`src/rtl/velem_pkg.sv`:
```
package velem_pkg;

  localparam int FILE_INT = 0;
  localparam int FILE_CR  = 1;
  localparam int NUM_FILES = 2;

  // Strobes from the sequencer to the datapath
  typedef struct packed {
    logic load;     // capture a new run configuration, clear element count
    logic advance;  // step to the next element
  } ctrlStrobe_t;

  function automatic int maxInt(input int a, input int b);
    return (a > b) ? a : b;
  endfunction

endpackage

```
`src/rtl/velem_dpath.sv`:
```
module velem_dpath
  import velem_pkg::*;
#(
  parameter int INT_ARCH_W  = 5,
  parameter int INT_EXTRA_W = 2,
  parameter int CR_ARCH_W   = 3,
  parameter int CR_EXTRA_W  = 3,
  parameter int VL_W        = 7,
  parameter int STRIDE_W    = 2,
  parameter int CR_RC_BASE  = 6,
  localparam int ARCH_W = maxInt(INT_ARCH_W, CR_ARCH_W),
  localparam int IDX_W  = maxInt(INT_ARCH_W + INT_EXTRA_W, CR_ARCH_W + CR_EXTRA_W)
) (
  input  logic                clk,
  input  logic                rst_n,
  input  ctrlStrobe_t         strobe,
  input  logic                inFile,
  input  logic [ARCH_W-1:0]   inField,
  input  logic                inScalar,
  input  logic                inRcDefault,
  input  logic [VL_W-1:0]     inVecLen,
  input  logic [STRIDE_W-1:0] inStride,
  output logic                emptyReq,
  output logic [IDX_W-1:0]    idx,
  output logic                inRange,
  output logic                lastElem
);

  localparam int SUM_W = IDX_W + VL_W + (2 ** STRIDE_W);

  logic                fileQ;
  logic [ARCH_W-1:0]   baseQ;
  logic                scalarQ;
  logic [VL_W-1:0]     vlm1Q;
  logic [STRIDE_W-1:0] strideQ;
  logic [VL_W-1:0]     elemQ;

  logic [SUM_W-1:0]     sumArr [NUM_FILES];
  logic [NUM_FILES-1:0] rangeVec;

  // Configuration capture and element counter
  always_ff @(posedge clk or negedge rst_n) begin
    if (!rst_n) begin
      fileQ   <= 1'b0;
      baseQ   <= '0;
      scalarQ <= 1'b0;
      vlm1Q   <= '0;
      strideQ <= '0;
      elemQ   <= '0;
    end else if (strobe.load) begin
      fileQ   <= inFile;
      scalarQ <= inScalar;
      vlm1Q   <= inVecLen - VL_W'(1);
      strideQ <= inScalar ? '0 : inStride;
      elemQ   <= '0;
      if (inFile && inRcDefault && !inScalar) begin
        baseQ <= ARCH_W'(CR_RC_BASE);
      end else begin
        baseQ <= inField;
      end
    end else if (strobe.advance) begin
      elemQ <= elemQ + VL_W'(1);
    end
  end

  // One index adder and range compare per register file
  for (genvar f = 0; f < NUM_FILES; f++) begin : g_file
    localparam int AW = (f == FILE_CR) ? CR_ARCH_W : INT_ARCH_W;
    localparam int EW = (f == FILE_CR) ? CR_EXTRA_W : INT_EXTRA_W;
    localparam int PW = AW + EW;
    assign sumArr[f]   = (SUM_W'(baseQ[AW-1:0]) << EW) + (SUM_W'(elemQ) << strideQ);
    assign rangeVec[f] = sumArr[f] < (SUM_W'(1) << PW);
  end

  assign idx      = IDX_W'(sumArr[fileQ]);
  assign inRange  = rangeVec[fileQ];
  assign lastElem = scalarQ || (elemQ == vlm1Q);
  assign emptyReq = !inScalar && (inVecLen == '0);

  AST_SCALAR_NO_STEP: assert property (@(posedge clk) disable iff (!rst_n) (scalarQ && !strobe.load) |-> (elemQ == '0));

endmodule

```
`src/rtl/velem_ctrl.sv`:
```
module velem_ctrl
  import velem_pkg::*;
(
  input  logic        clk,
  input  logic        rst_n,
  input  logic        startValid,
  output logic        startReady,
  input  logic        emptyReq,
  input  logic        inRange,
  input  logic        lastElem,
  input  logic        outReady,
  output logic        outValid,
  output logic        outLast,
  output logic        ovfErr,
  output ctrlStrobe_t strobe
);

  logic busyQ;
  logic errQ;
  logic accept;
  logic fire;

  assign startReady = !busyQ;
  assign accept     = startValid && !busyQ;
  assign outValid   = busyQ && inRange;
  assign outLast    = outValid && lastElem;
  assign fire       = outValid && outReady;
  assign ovfErr     = errQ;

  always_comb begin
    strobe         = '0;
    strobe.load    = accept;
    strobe.advance = fire && !lastElem;
  end

  always_ff @(posedge clk or negedge rst_n) begin
    if (!rst_n) begin
      busyQ <= 1'b0;
      errQ  <= 1'b0;
    end else begin
      if (accept) begin
        busyQ <= !emptyReq;
        errQ  <= 1'b0;
      end else if (fire && lastElem) begin
        busyQ <= 1'b0;
      end else if (busyQ && !inRange) begin
        busyQ <= 1'b0;
        errQ  <= 1'b1;
      end
    end
  end

  AST_IDLE_NO_VALID: assert property (@(posedge clk) disable iff (!rst_n) startReady |-> !outValid);
  AST_EMPTY_NO_RUN: assert property (@(posedge clk) disable iff (!rst_n) (startValid && startReady && emptyReq) |=> (startReady && !outValid));
  AST_LAST_ENDS_RUN: assert property (@(posedge clk) disable iff (!rst_n) (outValid && outReady && outLast) |=> !outValid);
  AST_ERR_ENDS_RUN: assert property (@(posedge clk) disable iff (!rst_n) $rose(ovfErr) |-> (startReady && !outValid));

endmodule

```
`src/rtl/velem_index_gen.sv`:
```
module velem_index_gen
  import velem_pkg::*;
#(
  parameter int INT_ARCH_W  = 5,
  parameter int INT_EXTRA_W = 2,
  parameter int CR_ARCH_W   = 3,
  parameter int CR_EXTRA_W  = 3,
  parameter int VL_W        = 7,
  parameter int STRIDE_W    = 2,
  parameter int CR_RC_BASE  = 6,
  localparam int ARCH_W = maxInt(INT_ARCH_W, CR_ARCH_W),
  localparam int IDX_W  = maxInt(INT_ARCH_W + INT_EXTRA_W, CR_ARCH_W + CR_EXTRA_W)
) (
  input  logic                clk,
  input  logic                rst_n,
  input  logic                startValid,
  output logic                startReady,
  input  logic                startFile,
  input  logic [ARCH_W-1:0]   startField,
  input  logic                startScalar,
  input  logic                startRcDefault,
  input  logic [VL_W-1:0]     startVecLen,
  input  logic [STRIDE_W-1:0] startStrideLog2,
  output logic                outValid,
  input  logic                outReady,
  output logic [IDX_W-1:0]    outIndex,
  output logic                outLast,
  output logic                ovfErr
);

  localparam int MIN_EXTRA = (INT_EXTRA_W < CR_EXTRA_W) ? INT_EXTRA_W : CR_EXTRA_W;

  ctrlStrobe_t strobe;
  logic        emptyReq;
  logic        inRange;
  logic        lastElem;

  velem_ctrl u_ctrl (
    .clk        (clk),
    .rst_n      (rst_n),
    .startValid (startValid),
    .startReady (startReady),
    .emptyReq   (emptyReq),
    .inRange    (inRange),
    .lastElem   (lastElem),
    .outReady   (outReady),
    .outValid   (outValid),
    .outLast    (outLast),
    .ovfErr     (ovfErr),
    .strobe     (strobe)
  );

  velem_dpath #(
    .INT_ARCH_W  (INT_ARCH_W),
    .INT_EXTRA_W (INT_EXTRA_W),
    .CR_ARCH_W   (CR_ARCH_W),
    .CR_EXTRA_W  (CR_EXTRA_W),
    .VL_W        (VL_W),
    .STRIDE_W    (STRIDE_W),
    .CR_RC_BASE  (CR_RC_BASE)
  ) u_dpath (
    .clk         (clk),
    .rst_n       (rst_n),
    .strobe      (strobe),
    .inFile      (startFile),
    .inField     (startField),
    .inScalar    (startScalar),
    .inRcDefault (startRcDefault),
    .inVecLen    (startVecLen),
    .inStride    (startStrideLog2),
    .emptyReq    (emptyReq),
    .idx         (outIndex),
    .inRange     (inRange),
    .lastElem    (lastElem)
  );

  AST_HOLD_STABLE: assert property (@(posedge clk) disable iff (!rst_n) (outValid && !outReady) |=> (outValid && $stable(outIndex) && $stable(outLast)));
  AST_FIRST_ALIGNED: assert property (@(posedge clk) disable iff (!rst_n) ($past(startValid && startReady) && outValid) |-> (outIndex[MIN_EXTRA-1:0] == '0));

endmodule

```
`config.mk`:
```
export PLATFORM = sky130hd
export DESIGN_NAME = velem_index_gen
export DESIGN_NICKNAME = d
export VERILOG_FILES = /design/src/rtl/velem_pkg.sv /design/src/rtl/velem_dpath.sv /design/src/rtl/velem_ctrl.sv /design/src/rtl/velem_index_gen.sv
export SDC_FILE = /design/constraint.sdc
export NUM_CORES = 1
export LEC_CHECK = 0
export ABC_CLOCK_PERIOD_IN_PS = 3200
export BUFFER_PORTS_ARGS = -buffer_cell sky130_fd_sc_hd__buf_2
export CORE_MARGIN = 1.5
export CORE_UTILIZATION = 26
export CTS_CLUSTER_SIZE = 8
export DETAILED_ROUTE_END_ITERATION = 10
export SYNTH_ARGS = -nofsm -noshare
export SYNTH_HDL_FRONTEND = slang
export SYNTH_SLANG_ARGS = --single-unit
export TNS_END_PERCENT = 20
```
`constraint.sdc`:
```
create_clock -name clk -period 3.2 [get_ports clk]
set_input_delay 0.48 -clock clk [delete_from_list [all_inputs] [get_ports clk]]
set_output_delay 0.48 -clock clk [all_outputs]
set_load 0.02 [all_outputs]
```
# Yosys cells after proc, flatten, opt, wreduce, memory -nomap -nowiden
# Index checks and enable logic that the tools add are counted.
dict set report word_totals {
  ff_bits 25
  inputBits 21
  word_cells 56
}
dict set report classes {
  n_addsub 4
  magnitude_cmp 4
  n_eq_ne 2
  shifts 1
  muxes 15
  bitwise 1
  reduce_logical 21
}
# cell n
set ops {}
lappend ops {{$mux 7} 5}
lappend ops {{$add 6x18->18} 1}
lappend ops {{$add 7x18->18} 1}
lappend ops {{$lt 18x7->1 const B} 1}
lappend ops {{$lt 18x8->1 const B} 1}
lappend ops {{$shl 7x2->18} 1}
lappend ops {{$logic_and 1x1->1} 10}
lappend ops {{$mux 1} 8}
lappend ops {{$add 7x1->7 const B} 1}
lappend ops {{$eq 7x7->1} 1}
lappend ops {{$logic_not 7->1} 1}
lappend ops {{$sub 7x1->7 const B} 1}
lappend ops {{$logic_not 1->1} 5}
lappend ops {{$mux 5} 1}
lappend ops {{$reduce_bool 2->1} 2}
lappend ops {{$reduce_bool 3->1} 1}
lappend ops {{$ge 2x2->1 const B} 1}
lappend ops {{$lt 1x2->1 const B} 1}
lappend ops {{$mux 2} 1}
lappend ops {{$ne 2x1->1 const B} 1}
lappend ops {{$not 1->2} 1}
lappend ops {{$reduce_and 2->1} 1}
lappend ops {{$logic_or 1x1->1} 1}

# Depth between registers and ports, before layout
# Gate-level depths: netlist (run 1).
dict set report depth {
  word_depth 10
  depth_mapped 14
  ltp_nobuf 12
}

# Hierarchy
# A second synthesis (run 1) with hierarchy kept.
dict set report hier_totals {
  hier_cells 227
  hier_area_um2 1999.4
}
# mod instances cells_per_inst area_per_inst_um2 seq_area_each_um2
set modules_own_cells {}
lappend modules_own_cells {velem_dpath 1 212 1868.0 575.6}
lappend modules_own_cells {velem_ctrl 1 15 131.4 50.0}

# Worst setup path after synthesis (run 1)
# No wires, ideal clock.
dict set report synth_timing {
  path_type {reg-to-output}
  from {register u_dpath.strideQ[0]}
  to {output port outLast}
  arrival_time_ns 2.755
  path_slack_ns -0.035
  path_stages_with_launch 11
  path_buffers 1
  cell_sequence {dfrtp_1 > buf_2 > mux2i_1 > a21oi_1 > ha_1 > fa_1 > a21o_1 > o21ai_0 > a311o_2 > o21ai_0 > nor3_1}
}
dict set report synth_between {
  elab_chain_cells 7
  word_cells_on_any_way 9
  cone_classes {add/sub: 2; order compare: 2; shift: 1; mux: 2; reduce/logical: 2}
}
# item line_no
set synth_lines {}
lappend synth_lines {{start, declared} velem_dpath.sv:35} ;# logic [STRIDE_W-1:0] strideQ;
lappend synth_lines {{start signal, assigned} velem_dpath.sv:54} ;# strideQ <= inScalar ? '0 : inStride;
lappend synth_lines {{$shl 7x2->18 (*)} velem_dpath.sv:71} ;# assign sumArr[f] = (SUM_W'(baseQ[AW-1:0]) << EW) + (SUM_W'(elemQ) << strideQ);
lappend synth_lines {{$add 7x18->18 or $add 6x18->18 (tied branches)} velem_dpath.sv:71}
lappend synth_lines {{$lt 18x8->1 or $lt 18x7->1 (tied branches)} velem_dpath.sv:72} ;# assign rangeVec[f] = sumArr[f] < (SUM_W'(1) << PW);
lappend synth_lines {{$mux 1 (implied by the code) (*) (2 in series)} velem_dpath.sv:76} ;# assign inRange = rangeVec[fileQ];
lappend synth_lines {{$logic_and 1x1->1 (*)} velem_ctrl.sv:25} ;# assign outValid = busyQ && inRange;
lappend synth_lines {{$logic_and 1x1->1 (*)} velem_ctrl.sv:26} ;# assign outLast = outValid && lastElem;
lappend synth_lines {{end, declared} velem_index_gen.sv:27} ;# output logic outLast,
# Every way passes the cells marked *; elsewhere a longest branch is shown, timed or not. The select of a mux whose other input is x is not followed.

# Worst setup path in the final report (run 1)
# Ends and elaborated chain as after synthesis.

==> results of run 1 <==
[per-stage QoR]
step	hold WS (ns)	instances	util, %
after detailed placement	0.493	354	33.2
after global placement	0.485	354	33.2
after global routing	0.232	365	36.0
after CTS	0.207	363	35.4
after floorplan	0.184	212	-
final	0.186	365	36.0
[critical path: cells and delay by family, from the launching register on]
kind                       cells  cell delay, ns
AOI/OAI and AO/OA              3            0.64
DFF                            1            0.47
muxes                          2            0.47
buffers and inverters          3            0.36
adders and majority gates      1            0.31
and+or+nand+nor                3            0.21
[sequential cells by signal, summed over array words and instances, names as in the netlist]
register         cells
u_dpath.elemQ        7
u_dpath.vlm1Q        7
u_dpath.baseQ        5
u_dpath.strideQ      2
u_ctrl.busyQ         1
u_ctrl.ovfErr        1
u_dpath.fileQ        1
u_dpath.scalarQ      1
[kinds of logic (layout without fill, tap and decap cells)]
| group | count (synthesis) | count (layout) | share of synthesized area (%) |
|---|---|---|---|
| AO/OA/AOI/OAI | 59 | 59 | 20.1 |
| adder cells (fa/ha/maj) | 12 | 12 | 8.87 |
| buffers and inverters | 23 | 80 | 5.77 |
| flip-flops | 25 | 25 | 33.6 |
| XOR/XNOR | 16 | 16 | 7.52 |
| AND/OR/NAND/NOR | 69 | 69 | 18.2 |
| multiplexers | 8 | 8 | 5.91 |
[synth_stat cells, types with 2 or more instances]
cell type / n / area share (%)
nor2b_1: 6 / 2.0
o21ai_0: 19 / 5.1
a22o_1: 3 / 1.4
and3_1: 2 / 0.67
mux2_2: 4 / 2.4
nand2_1: 23 / 4.6
ha_1: 10 / 6.7
nor3_1: 4 / 1.1
o31ai_1: 5 / 2.0
clkbuf_1: 6 / 1.2
a21o_1: 2 / 0.81
a21oi_1: 12 / 3.2
a211oi_1: 2 / 0.81
nor2_1: 14 / 2.8
o22a_1: 2 / 0.94
xnor2_1: 7 / 3.3
buf_6: 2 / 1.2
and2_1: 2 / 0.67
nand3_1: 7 / 1.9
a31oi_1: 2 / 0.67
fa_1: 2 / 2.1
buf_2: 5 / 1.3
mux2i_1: 2 / 1.1
xor2_1: 9 / 4.2
or4_1: 2 / 0.81
nand2b_1: 2 / 0.67
inv_1: 9 / 1.8
dfrtp_1: 25 / 34
o211ai_1: 3 / 1.2
o21ai_1: 3 / 0.81
[worst paths after layout]
kind / slack (ns) / cells past startpoint / end / start
min in group clk: 0.41 / 2 / u_dpath.baseQ[0] / startField[0]
max: -0.03 / 12 / outLast / u_dpath.strideQ[0]
max in group asynchronous: 2.61 / 1 / u_dpath.strideQ[0] / rst_n
min: 0.19 / 1 / u_dpath.elemQ[1] / rst_n
min reg2reg: 0.51 / 2 / u_dpath.vlm1Q[0] / u_dpath.vlm1Q[0]
max reg2reg: 0.13 / 13 / u_dpath.elemQ[5] / u_dpath.strideQ[0]
[power breakdown]
part	total, µW	internal (µW)	leakage [µW]	switching [µW]
Clock	192	89.3	0.0000228	102
Sequential	588	440	0.000310	148
Combinational	1320	633	0.000785	690
Total	2100	1160	0.00112	940
[repair_timing]
item,in CTS,in global routing
setup buffers,5,2
endpoints found under the setup margin,4,5
gates resized for setup,20,7
pin swaps,4,5
[per-layer routing]
layer | track usage [%] | vias up | routed length [µm]
met2 | 21.5 | 26 | 2160
met1 | 18.4 | 822 | 2200
met3 | 1.13 | 5 | 99
li1 | - | 862 | -
met4 | 5.19 | 0 | 80
met5 | 0 | - | 0
[layout make-up]
type,instances,area (µm²),share of cell area (%)
multi-input cells,164,1220,49.1
flip-flops and latches,25,628,25.4
repair buffers,66,428,17.3
well taps,96,120,4.85
clock buffers,4,45.0,1.82
inverters,10,37.5,1.52
==> run summary, run 1 <==
status -> finished, violations left
violated checks -> setup timing
drt first pass iters -> 4
clock sink total -> 25
final-report max-slew violation count -> 0
ordered cell list for the critical path -> buf_6 > mux2_4 > mux2i_4 > inv_2 > ha_1 > nand3_1 > nor2_1 > o31ai_1 > o2bb2a_4 > o21ai_4 > nor3_2 > buf_4
synth warn -> 0
placed instance area -> 2280 µm²
worst-margin pin slew -> 0.657 ns
Netlist cell types -> 46
sequential-to-total area share from yosys stat -> 33.6%
Die Span X -> 87.7 µm
CTS tree -> done
routability congestion estimate -> 0.795
Die Area -> 7680 µm²
Total GRT Usage -> 13.3%
clk_skew -> 0.00263 ns
Hold Crit Class -> in2async
n_diodes -> 0
Max Fclk -> 0.310 GHz
Post-synth EDFFs -> 0
CP arrival -> 2.75 ns
final worst setup slack -> -0.0278 ns
# setup viols final -> 2
CP Class -> reg2out
chip height -> 87.7 µm
most common cell after layout, fill and taps aside -> buf_4
Startpoint Class -> flop
antenna violations before repair -> 0
Fillers -> 691
largest net degree at the start of global routing -> 26
first-pass GRT wire length -> 8.16 mm
Avg Cell Area, Syn -> 8.79 µm²
synthesized instance count -> 212
Final Cell Area -> 2470 µm²
row cnt -> 30
setup TNS -> -0.0420 ns
max incr delay on CP -> 0.47 ns
final hold violations -> 0
CTS H-tree depth -> 1
post-route minimum period -> 3.23 ns
final worst-path cycle share -> 101%
post-synthesis net count -> 245
Critical Path RT -> 2.72 ns
DRC viols -> 0
top fanout value on the critical path -> 6
TritonCTS Buffers -> 3
Clock transition at path regs -> 0.08 ns
vias per cell -> 4.70
Leak -> 0.00112 µW
Max rail drop VDD -> 0.000452 V
HPWL after DPL -> 3.52 mm
power per standard cell area -> 850 nW/µm²
wire length per cell -> 12.4 µm
max_cap viols -> 0
Slowest cell on crit path -> dfrtp_2
RSZ-0062 raised after global routing -> yes
vias in the first global route -> 1737
clk_lat worst skew -> 0.27 ns
PortBufs -> 31
total power -> 2100 µW
ys flop type -> dfrtp_1
Initial Utilization -> 27.1%
I/O pins -> 32
clk buf depth -> 2
final wirelength -> 4.54 mm
Post-Syn Area -> 1860 µm²
DP Worst Slack -> -0.112 ns
worst relative slew slack -> 56.1%
Final ANT Viol Nets -> 0
Post-CTS Hold Buffers -> 0
share of cells above drive strength 1 -> 36.1%
vias -> 1715
CTS root buf -> clkbuf_8
grt ovf -> 0
core region area -> 6870 µm²
Area Overhead vs Synth -> 32.8%
# nets final -> 303
critical path endpoint category -> primary output
Synth Register Bits -> 25
most frequent cells in the layout -> buf_4 (34), buf_2 (30), nand2_1 (23), dfrtp_1 (23), o21ai_0 (17)
ys async rst share -> 100%
1st-iter DRT viols -> 76
(Power assumes the default switching activity.)
==> run 2, diff against run 1 <==
- SETUP_SLACK_MARGIN: unset -> 0.5
==> run summary, run 2 (same netlist as run 1, synthesis figures left out) <==
status -> finished, violations left
violated checks -> setup timing
Final ANT Viol Nets -> 0
n_diodes -> 0
# setup viols final -> 2
top fanout value on the critical path -> 4
Die Span X -> 87.7 µm
vias per cell -> 4.70
Critical Path RT -> 2.72 ns
final hold violations -> 0
core region area -> 6870 µm²
drt first pass iters -> 4
ordered cell list for the critical path -> buf_4 > mux2_2 > nor2_4 > a21oi_4 > buf_4 > ha_4 > a21oi_4 > nor2b_2 > o31ai_2 > o2bb2a_4 > o21ai_4 > nor3_4 > buf_6
final core occ -> 39.2%
Hold Crit Class -> in2async
row cnt -> 30
Clock transition at path regs -> 0.09 ns
first-pass GRT wire length -> 8.17 mm
routability congestion estimate -> 0.851
DRC viols -> 0
chip height -> 87.7 µm
share of cells above drive strength 1 -> 41.9%
top cell family by delay on the critical path -> compound AO/OA/AOI/OAI gates
Total GRT Usage -> 13.4%
clk buf depth -> 2
total power -> 2400 µW
WP buf/inv -> 3
Die Area -> 7680 µm²
# nets final -> 306
final wirelength -> 5.00 mm
CP arrival -> 2.80 ns
most frequent cells in the layout -> buf_4 (34), buf_2 (28), nand2_1 (23), dfrtp_1 (23), o21ai_0 (15)
final worst setup slack -> -0.0802 ns
TritonCTS Buffers -> 3
clk_lat worst skew -> 0.27 ns
CTS tree -> done
clock sink total -> 25
antenna violations before repair -> 0
Slowest cell on crit path -> dfrtp_2
RSZ-0062 raised after global routing -> yes
worst relative slew slack -> 56.6%
1st-iter DRT viols -> 44
Area Overhead vs Synth -> 44.5%
Post-CTS Hold Buffers -> 0
PortBufs -> 31
Max Fclk -> 0.305 GHz
HPWL after DPL -> 3.50 mm
max incr delay on CP -> 0.40 ns
CTS root buf -> clkbuf_8
post-route non-filler standard cell count -> 368
top flop regs -> u_dpath.elemQ x7, u_dpath.vlm1Q x7, u_dpath.baseQ x5
vias -> 1728
grt ovf -> 0
clk_skew -> 0.00654 ns
power per standard cell area -> 893 nW/µm²
vias in the first global route -> 1667
CTS H-tree depth -> 1
I/O pins -> 32
final worst-path cycle share -> 103%
critical path endpoint category -> primary output
largest net degree at the start of global routing -> 26
Startpoint Class -> flop
wire length per cell -> 13.6 µm
max_cap viols -> 0
worst-margin pin slew -> 0.649 ns
Max rail drop VDD -> 0.000414 V
CP Class -> reg2out
most common cell after layout, fill and taps aside -> buf_4
final hold slack -> 0.201 ns
post-route minimum period -> 3.28 ns
Initial Utilization -> 27.1%
Leak -> 0.00115 µW
Post-Place Cells -> 341
final-report max-slew violation count -> 0
==> run 2: cell count changes in the layout (fill, tap and decap cells not counted), sizes merged <==
cell,previous run,this run
buf,66,69
clkinvlp,0,1
inv,10,9
==> run 2: worst paths after layout <==
path	depth (start not counted)	startpoint	end	slack, ns
min reg2reg	2	u_dpath.scalarQ	u_dpath.scalarQ	0.50
max in group asynchronous	1	rst_n	u_dpath.strideQ[0]	2.58
min in group clk	2	startField[1]	u_dpath.baseQ[1]	0.42
min	1	rst_n	u_dpath.vlm1Q[4]	0.20
max	13	u_dpath.strideQ[0]	outLast	-0.08
max reg2reg	15	u_dpath.strideQ[0]	u_dpath.elemQ[0]	0.18
==> run 2: metal layers <==
metal	track usage (%)	routed length, µm
met1	18.2	2370
met2	22.4	2470
met3	1.04	106
met4	4.76	54
met5	0	0
==> run 2: cell type report <==
class | count | area, µm²
timing repair buffer | 69 | 483
sequential | 25 | 628
clock buffer | 4 | 45.0
tap | 96 | 120
fill | 690 | 4180
inverter | 10 | 41.3
multi-input combinational | 164 | 1370
==> run 2: timing repair <==
| item | 4_1_cts | 5_1_grt |
|---|---|---|
| pin swaps | 11 | 13 |
| resized for setup | 23 | 23 |
| endpoints found under the setup margin | 15 | 15 |
| setup buffers | 12 | 11 |
| endpoints found under the hold margin | 0 | 0 |
==> run 2: metrics by stage <==
step                      instance area [µm²]  TNS [ns]  worst slack, ns
after floorplan                          1930         0            0.367
after global placement                   2240         0           0.0916
after global routing                     2690    -0.362           -0.195
after CTS                                2450   -0.0840          -0.0538
final                                    2690    -0.142          -0.0802
after detailed placement                 2240         0           0.0384
==> run 2: where the power goes <==
part	total [µW]	switching, µW	internal, µW
Combinational	1610	814	797
Sequential	601	161	440
Clock	190	102	89.0
==> run 3, diff against run 2 <==
- CORE_UTILIZATION: 26 -> 56
- PLACE_DENSITY: unset -> 0.8
- SETUP_SLACK_MARGIN: 0.5 -> 0.15
==> run summary, run 3 (same netlist as run 1, synthesis figures left out) <==
status -> finished, violations left
violated checks -> setup timing
Die Span X -> 60.7 µm
RSZ-0062 raised after global routing -> yes
max_cap viols -> 0
Critical Path Start -> u_dpath.strideQ[0]
vias -> 1751
Critical Path RT -> 2.72 ns
setup TNS -> -0.317 ns
share of cells above drive strength 1 -> 40.8%
most common cell after layout, fill and taps aside -> buf_2
top fanout value on the critical path -> 4
worst relative slew slack -> 54.9%
critical path endpoint -> outLast
power per standard cell area -> 900 nW/µm²
HPWL after DPL -> 3.19 mm
vias per cell -> 5.67
Total GRT Usage -> 26.3%
Startpoint Class -> flop
core region area -> 3100 µm²
wire length per cell -> 16.0 µm
final core occ -> 80.1%
PortBufs -> 31
clock sink total -> 25
grt ovf -> 0
1st-iter DRT viols -> 80
Leak -> 0.00110 µW
r2r worst-path depth -> 12
final hold violations -> 0
Max rail drop VDD -> 0.000630 V
worst-margin pin slew -> 0.674 ns
final wirelength -> 4.96 mm
most frequent cells in the layout -> buf_2 (29), buf_4 (28), dfrtp_1 (24), nand2_1 (23), o21ai_0 (17)
Hold Crit Class -> in2async
largest net degree at the start of global routing -> 26
Reg-to-Reg Start -> u_dpath.strideQ[0]
antenna violations before repair -> 0
Clock transition at path regs -> 0.13 ns
CP arrival -> 2.90 ns
post-route minimum period -> 3.38 ns
Die Area -> 3680 µm²
# nets final -> 299
clk_skew -> 0.00477 ns
vias in the first global route -> 1592
drt first pass iters -> 4
final-report max-slew violation count -> 0
routability congestion estimate -> 0.896
clk buf depth -> 2
first-pass GRT wire length -> 7.05 mm
CTS H-tree depth -> 1
flop2flop setup slack -> 0.20 ns
n_diodes -> 0
Max Fclk -> 0.296 GHz
CP Class -> reg2out
Worst R2R End -> u_dpath.elemQ[3]
Final ANT Viol Nets -> 0
critical path endpoint category -> primary output
final worst-path cycle share -> 106%
DRC viols -> 0
chip height -> 60.7 µm
total power -> 2240 µW
Initial Utilization -> 60.0%
CTS root buf -> clkbuf_4
top flop regs -> u_dpath.elemQ x7, u_dpath.vlm1Q x7, u_dpath.baseQ x5
row cnt -> 20
clk_lat worst skew -> 0.33 ns
# setup viols final -> 2
Area Overhead vs Synth -> 33.4%
TritonCTS Buffers -> 3
I/O pins -> 32
final hold slack -> 0.116 ns
final worst setup slack -> -0.176 ns
DP Worst Slack -> 0.0216 ns
CTS tree -> done
==> run 3: cell types whose count changed in the layout (fill, tap and decap cells not counted), moves of 2 or more <==
cell	delta
buf_4	-6
a21oi_2	+3
clkbuf_4	+3
clkbuf_8	-3
a21oi_4	-2
mux2_2	-2
mux2_4	+2
nor3_2	+2
o21ai_0	+2
o21ai_1	-2
==> run 3: worst min path at each step <==
stage	start	slack, ns	to	cells past startpoint
2_1_floorplan	rst_n	0.18	u_ctrl.busyQ	0
3_3_place_gp	u_dpath.scalarQ	0.48	u_dpath.scalarQ	2
3_5_place_dp	u_dpath.scalarQ	0.48	u_dpath.scalarQ	2
4_1_cts	rst_n	0.14	u_dpath.vlm1Q[1]	1
5_1_grt	rst_n	0.15	u_dpath.vlm1Q[1]	1
6_report	rst_n	0.12	u_dpath.vlm1Q[4]	1
==> run 3: cell type report <==
| type | instances | area (µm²) |
|---|---|---|
| multi-input cells | 164 | 1330 |
| repair buffers | 62 | 412 |
| inverters | 10 | 37.5 |
| clock buffers | 3 | 22.5 |
| well taps | 44 | 55.1 |
| flip-flops and latches | 25 | 627 |
| fillers | 226 | 617 |
| clock inverters | 1 | 5.00 |
==> run 3: worst max-delay path, stage by stage (launching register included) <==
cell and delay (ns):
dfrtp_2 0.45, buf_4 0.16, a211oi_2 0.23, a21oi_2 0.07
ha_2 0.20, fa_2 0.35, a21o_1 0.18, nand4_1 0.07
o21ai_1 0.07, a311o_2 0.39, o21ai_2 0.07, buf_6 0.13
nor3_2 0.04, buf_4 0.16
==> run 3: stage by stage <==
stage,instance area (µm²),std cells
floorplan,1870,212
global placement,2170,295
detailed placement,2170,295
CTS,2350,306
global route,2490,309
finish,2490,309
==> run 3: power breakdown <==
group	internal, µW	switching [µW]	total [µW]	leakage (µW)
Clock	47.0	95.2	142	0.0000177
Combinational	705	795	1500	0.000774
Sequential	438	157	595	0.000312
Total	1190	1050	2240	0.00110
==> run 3: repair_timing <==
item / in CTS / in global routing
hold buffers: 0 / 0
pin swaps: 7 / 13
resized for setup: 24 / 23
buffers inserted: 7 / 3
endpoints found under the setup margin: 10 / 10
==> run 3: layer usage <==
layer	part of all wire [%]	global-route usage (%)	vias up
li1	-	-	860
met1	44	34.0	836
met2	51	45.9	45
met3	3.4	2.77	10
met4	1.8	9.01	0
met5	0	0	-
